===== config.mk =====
export PLATFORM = sky130hd
export DESIGN_NAME = pd_seq
export DESIGN_NICKNAME = d
export VERILOG_FILES = /design/src/rtl/pd_seq.sv
export SDC_FILE = /design/constraint.sdc
export NUM_CORES = 1
export LEC_CHECK = 0
export CAP_MARGIN = 20
export CELL_PAD_IN_SITES_DETAIL_PLACEMENT = 0
export CELL_PAD_IN_SITES_GLOBAL_PLACEMENT = 1
export CORE_UTILIZATION = 40
export DETAILED_ROUTE_END_ITERATION = 16
export PLACE_DENSITY = 0.86
export SLEW_MARGIN = 0
export SYNTH_ARGS = -nofsm -noshare
export SYNTH_HDL_FRONTEND = slang
export SYNTH_SLANG_ARGS = --single-unit

===== constraint.sdc =====
create_clock -name clk -period 7.4 [get_ports clk]
set_input_delay 2.22 -clock clk [delete_from_list [all_inputs] [get_ports clk]]
set_output_delay 2.22 -clock clk [all_outputs]
set_load 0.05 [all_outputs]

===== src/rtl/pd_seq.sv =====
module pd_seq #(
  parameter int NB = 8,
  parameter int CW = 16
) (
  input  logic          clk,
  input  logic          rst_n,
  input  logic          idle_req,
  input  logic          cmd_idle,
  input  logic          wake_req,
  input  logic [NB-1:0] bank_open,
  input  logic          fast_exit,
  input  logic [CW-1:0] t_cke,
  input  logic [CW-1:0] t_xp,
  input  logic [CW-1:0] t_xard,
  input  logic [CW-1:0] t_xards,
  input  logic [CW-1:0] t_refi,
  output logic          cke,
  output logic          cmd_nop,
  output logic          dll_off,
  output logic          ready,
  output logic [2:0]    status
);
  localparam int LW = CW + 4;

  typedef enum logic [2:0] {
    S_ACT  = 3'd0,
    S_PRE  = 3'd1,
    S_AF   = 3'd2,
    S_AS   = 3'd3,
    S_EXIT = 3'd4
  } st_t;

  st_t st, pick;
  logic [LW-1:0] lo_cnt;
  logic [CW-1:0] hi_cnt, x_cnt, lat, exit_lat;
  logic wake_pend;

  wire [LW-1:0] refi_x = LW'(t_refi);
  wire [LW-1:0] cap = (refi_x << 3) + refi_x;
  wire lo_min = lo_cnt >= LW'(t_cke);
  wire go_exit = (lo_min && (wake_req || wake_pend)) || (lo_cnt >= cap);
  wire can_enter = idle_req && cmd_idle && (hi_cnt >= t_cke);
  wire [CW-1:0] hi_nxt = (hi_cnt == '1) ? hi_cnt : hi_cnt + 1'b1;

  assign pick = (~|bank_open) ? S_PRE : (fast_exit ? S_AF : S_AS);

  always_comb begin
    case (st)
      S_PRE:   exit_lat = t_xp;
      S_AF:    exit_lat = t_xard;
      default: exit_lat = t_xards;
    endcase
  end

  always_ff @(posedge clk) begin
    if (!rst_n) begin
      st        <= S_ACT;
      cke       <= 1'b1;
      cmd_nop   <= 1'b0;
      ready     <= 1'b0;
      lo_cnt    <= '0;
      hi_cnt    <= '1;
      x_cnt     <= '0;
      lat       <= '0;
      wake_pend <= 1'b0;
    end else begin
      ready <= 1'b0;
      case (st)
        S_ACT: begin
          if (can_enter) begin
            st        <= pick;
            cke       <= 1'b0;
            cmd_nop   <= 1'b1;
            lo_cnt    <= LW'(1);
            wake_pend <= 1'b0;
          end else begin
            hi_cnt <= hi_nxt;
          end
        end
        S_PRE, S_AF, S_AS: begin
          if (go_exit) begin
            st        <= S_EXIT;
            cke       <= 1'b1;
            hi_cnt    <= CW'(1);
            x_cnt     <= CW'(1);
            lat       <= exit_lat;
            wake_pend <= 1'b0;
          end else begin
            lo_cnt <= lo_cnt + 1'b1;
            if (wake_req) wake_pend <= 1'b1;
          end
        end
        S_EXIT: begin
          hi_cnt <= hi_nxt;
          if (x_cnt >= lat) begin
            st      <= S_ACT;
            cmd_nop <= 1'b0;
            ready   <= 1'b1;
          end else begin
            x_cnt <= x_cnt + 1'b1;
          end
        end
        default: st <= S_ACT;
      endcase
    end
  end

  assign status  = st;
  assign dll_off = (st == S_PRE) || (st == S_AS);

  logic [LW-1:0] chk_lo;
  always_ff @(posedge clk) begin
    if (!rst_n) chk_lo <= '0;
    else        chk_lo <= cke ? '0 : chk_lo + 1'b1;
  end


  fall_needs_req_chk: assert property (@(posedge clk) disable iff (!rst_n)
    $fell(cke) |-> $past(idle_req && cmd_idle));


  nop_while_low_chk: assert property (@(posedge clk) disable iff (!rst_n)
    !cke |-> cmd_nop);


  rise_with_nop_chk: assert property (@(posedge clk) disable iff (!rst_n)
    $rose(cke) |-> (cmd_nop && status == 3'd4));


  low_min_chk: assert property (@(posedge clk) disable iff (!rst_n)
    $rose(cke) |-> (chk_lo >= LW'(t_cke)));


  low_cap_chk: assert property (@(posedge clk) disable iff (!rst_n)
    chk_lo <= cap);


  ready_bus_chk: assert property (@(posedge clk) disable iff (!rst_n)
    ready |-> (cke && !cmd_nop && status == 3'd0));


  ready_pulse_chk: assert property (@(posedge clk) disable iff (!rst_n)
    ready |=> !ready);


  dll_low_chk: assert property (@(posedge clk) disable iff (!rst_n)
    dll_off |-> !cke);
endmodule


==> impl_summary.md <==
Worst setup path
In this design, the stage delay of the slowest critical-path cell is roughly 0.56 ns. The type of the worst setup path is input port to flop. The worst setup slack for register-to-register paths is approximately 4.2 ns. The worst register-to-register path ends at lo_cnt[17]$_SDFFE_PN0P_. The worst setup path is captured at a flop. The number of cells on the worst reg-to-reg path is 11. The slowest cell on the critical path is sky130_fd_sc_hd__a311o_1. The startpoint of the lowest-slack register-to-register path is lo_cnt[0]$_SDFFE_PN0P_. Along the worst path, the maximum fanout reaches 16. The required arrival time at the worst endpoint is 7.58 ns. The most common cell type on the critical path is sky130_fd_sc_hd__a21oi_1. The worst setup path is launched from an input port. Traced cell by cell, the critical path runs through clkdlybuf4s50_1 > ha_1 > fa_1 > a21oi_1 > a2bb2oi_1 > a21oi_1 > a41oi_1 > a21oi_1 > a21o_1 > nand2_1 > xor2_1 > ha_1 > nand4_1 > nor4_1 > o21ai_0 > a211oi_1 > nor2_1 > a311o_1 > o21ai_0 > o211ai_1. Data on the critical path arrives at its endpoint at 6.88 ns.

Yosys
The most instantiated flip-flop cell in the synthesis netlist is sky130_fd_sc_hd__dfxtp_1. Synthesis produced a netlist with a net count of 1,003. The post-synthesis sequential area ratio is 24.4%. The synthesized netlist occupies a cell area of 6160 µm². The synthesized area per cell is 7.48 µm².

After technology mapping, the gate count stands at 824. Yosys mapped the design onto 60 distinct sky130hd cell types. Of all cell types, the one taking the most synthesized area is sky130_fd_sc_hd__dfxtp_1. Ranked by total cell area, the synthesized netlist is headed by sky130_fd_sc_hd__dfxtp_1 (24%), sky130_fd_sc_hd__ha_1 (17%), sky130_fd_sc_hd__nor2_1 (7.8%), sky130_fd_sc_hd__a21oi_1 (7.4%), sky130_fd_sc_hd__o21ai_0 (3.4%). The portion of synthesized cell area occupied by the leading cell type is 24.4%. Counting flops with a built-in enable in the synthesized netlist gives 0.

Yosys printed 0 warnings. The synthesized design contains 75 register bits. The fraction of registers with async set/reset is 0%.

Detailed routing
Summed over all layers, the routed wires come to 15,800 µm. The via count is 5,974. The number of DRC markers in iteration 0 is about 390. The detail route stage leaves a number of antenna-violating nets equal to 0. The post-detailed-route via-to-cell ratio is 5.44.

After detailed routing, the average wire length per cell comes to 14.4 µm. The first TritonRoute pass finished after 4 iterations. For this run, design rule violations remaining after detail routing come to 0.

Global route
The first global-routing pass estimated 26,600 µm of wire. The number of global-route vias before repair was 5,508. The pin count of the biggest net entering global routing is 66. The number of antenna violations at the first check in global routing was 0. The final global-route overflow total is 0. The global routing usage summed across all routing layers is roughly 20%.

STA
The part of the cycle the worst path needs is 90.5%. The count of final max-slew check failures is 0. On the final layout, the worst clock skew is 0.00673 ns. For this run, the top clock speed supported by timing is 149 MHz. The sum of negative setup slack is 0 ns. After layout, the worst setup slack is 0.703 ns. Measured against its own limit, the worst slew margin works out to 30.6%. The final setup violation count is 0. The measured slew at the worst slew-check pin is 1.04 ns. Setup repair after global routing left no endpoint under its margin. The post-layout minimum cycle time is 6.70 ns.

The number of hold violations in the final report is 0.

Layout
The number of fill cells in the layout is 1,469. From synthesis to final layout, the design area changed by 24.4%. The number of antenna diodes in the final layout is 0. The final instance count without filler cells is roughly 1,100. Of the cells placed in the final design, the portion with a size suffix greater than 1 is 3.83%. The final net count is 1,088.

Place
The half-perimeter wire length after placement is 11,800 µm. The post-place setup slack is 0.383 ns. The number of placed instances, taps included is 1,082. The congestion estimate from routability-driven global placement came to 0.819. The count of input and output buffers is 100.

Die
The effective utilization at floorplan is about two fifths. The die boundary height is 126 µm. The die span in x is 126 µm. The floorplan has 44 rows. The die footprint is 15,900 µm². The number of I/O pins is around 100. The core region is 14,800 µm².

Hold path
The startpoint of the tightest hold check path is cke$_SDFFE_PN1P_. Counting instances, the worst hold path has a depth of 1. The path with the worst hold slack has its endpoint at cke$_SDFFE_PN1P_. The class of the most critical hold timing path is flop to flop.

Clock network
The number of sinks on the clock net is 75. The number of buffers created by CTS is 9. The clock tree synthesis step divided the H-tree into 3 levels. The CTS tree is built. At the later pin of the worst-skew pair, clock insertion delay measures 0.34 ns.

The root buffer cell chosen for the clock tree is sky130_fd_sc_hd__clkbuf_16. The longest clock path from root to sink contains 2 buffers. Clock-pin slew was measured on the worst setup and hold paths at 0.06 ns. Post-CTS repair changed the size of 0 cells. The number of hold buffers added after CTS is 0.

The number of post-CTS setup repair buffers is 0.

Power
IR analysis of the VDD net gives a maximum drop of 134 µV. The power density over cell area is around 220 nW/µm². The static leakage is 0.00308 µW.

The switching power of the nets is roughly 600 µW. The clock network fraction of design power is 30.6%. The proportion of power drawn by flip-flops and latches is 31.5%. The switching part of the total power is 36.4%. The part of the total power dissipated in combinational logic is between 30 and 40%. The cell-internal power is 1050 µW.

Status
The run finished with clean final reports.

Flow run
The tool flagged a number of max-cap violations equal to 0.
==> through the flow <==
stage,utilization [%],power (µW),cell area (µm²),hold WS (ns)
after detailed placement,49.6,1150,7320,0.439
after floorplan,-,959,6160,0.460
after global routing,51.9,1780,7660,0.490
after CTS,51.9,1660,7660,0.466
final,51.9,1650,7660,0.463
after global placement,49.6,1140,7320,0.434
==> cell usage in the layout, fill, tap and decap left out, types with 9 or more instances in the layout <==
master	count
sky130_fd_sc_hd__nor2_1	128
sky130_fd_sc_hd__clkdlybuf4s50_1	100
sky130_fd_sc_hd__a21oi_1	91
sky130_fd_sc_hd__ha_1	84
sky130_fd_sc_hd__dfxtp_1	74
sky130_fd_sc_hd__nand2_1	47
sky130_fd_sc_hd__inv_1	47
sky130_fd_sc_hd__o21ai_0	42
sky130_fd_sc_hd__nand3_1	34
sky130_fd_sc_hd__xnor2_1	21
sky130_fd_sc_hd__or3_1	17
sky130_fd_sc_hd__mux2i_1	17
sky130_fd_sc_hd__nand4_1	16
sky130_fd_sc_hd__o22ai_1	16
sky130_fd_sc_hd__nor3_1	14
sky130_fd_sc_hd__nor4_1	13
sky130_fd_sc_hd__o211ai_1	13
sky130_fd_sc_hd__and3_1	12
sky130_fd_sc_hd__a31oi_1	9
sky130_fd_sc_hd__a21o_1	9
sky130_fd_sc_hd__clkbuf_16	9
==> critical path: cells and delay by family <==
kind | cells | cell delay (ns)
AOI/OAI and AO/OA | 11 | 2.54
adders and majority gates | 3 | 0.95
buffers and inverters | 1 | 0.44
and+or+nand+nor | 4 | 0.64
xor gates and xnor gates | 1 | 0.06
==> metal layers <==
metal	global-route usage, %	vias up	part of all wire [%]
met2	31.4	126	42
met3	3.36	15	4.8
met4	6.87	0	1.4
li1	-	3174	-
met1	28.9	2659	51
met5	0	-	0
==> worst max path at each step <==
stage               slack (ns)       from                      end
finish                    0.70  t_refi[0]   hi_cnt[9]$_SDFFE_PN1P_
global route              0.25  t_refi[0]  hi_cnt[13]$_SDFFE_PN1P_
CTS                       0.73  t_refi[0]  hi_cnt[12]$_SDFFE_PN1P_
detailed placement        0.38  t_refi[0]  lo_cnt[17]$_SDFFE_PN0P_
global placement          0.46  t_refi[0]  lo_cnt[17]$_SDFFE_PN0P_
floorplan                 1.33  t_refi[0]      lat[6]$_SDFFE_PN0P_
==> power groups by stage <==
| stage | clock [µW] | sequential (µW) | combinational, µW |
|---|---|---|---|
| 2_1_floorplan | 0 | 517 | 442 |
| 3_3_place_gp | 0 | 526 | 614 |
| 3_5_place_dp | 0 | 524 | 621 |
| 4_1_cts | 515 | 518 | 626 |
| 5_1_grt | 531 | 528 | 716 |
| 6_report | 506 | 520 | 625 |
==> cells in the mapped netlist (9+ instances only) <==
cell,count
sky130_fd_sc_hd__nand2_1,47
sky130_fd_sc_hd__a31oi_1,9
sky130_fd_sc_hd__mux2i_1,17
sky130_fd_sc_hd__xnor2_1,21
sky130_fd_sc_hd__nand4_1,16
sky130_fd_sc_hd__inv_1,47
sky130_fd_sc_hd__o21ai_0,42
sky130_fd_sc_hd__a21o_1,9
sky130_fd_sc_hd__o211ai_1,13
sky130_fd_sc_hd__and3_1,12
sky130_fd_sc_hd__nor4_1,13
sky130_fd_sc_hd__dfxtp_1,75
sky130_fd_sc_hd__ha_1,84
sky130_fd_sc_hd__nor3_1,14
sky130_fd_sc_hd__a21oi_1,91
sky130_fd_sc_hd__o22ai_1,16
sky130_fd_sc_hd__or3_1,17
sky130_fd_sc_hd__clkbuf_1,28
sky130_fd_sc_hd__nand3_1,34
sky130_fd_sc_hd__nor2_1,128
==> registers in the layout, summed over array words and instances, names as in the netlist <==
register / flops
hi_cnt: 16
lo_cnt: 20
cmd_nop: 1
status: 3
ready: 1
cke: 1
wake_pend: 1
x_cnt: 16
lat: 16
==> layout make-up <==
cell class	instances	area, µm²	share of cell area, %
multi-input cells	668	4340	56.7
flip-flops and latches	75	1500	19.6
repair buffers	107	1070	13.9
well taps	184	230	3.00
clock buffers	9	225	2.94
inverters	48	180	2.35
clock inverters	7	116	1.52
==> logic make-up (layout without fill, tap and decap cells) <==
group	after synthesis	count (layout)	share of synthesized area (%)
mux	17	17	2.76
compound gates	225	225	22.1
fa+ha+maj	85	85	17.4
simple gates	314	314	24.4
xor+xnor	27	27	3.84
buf+inv	81	171	5.16
flops	75	75	24.4
Power figures use the tool's default switching activity.
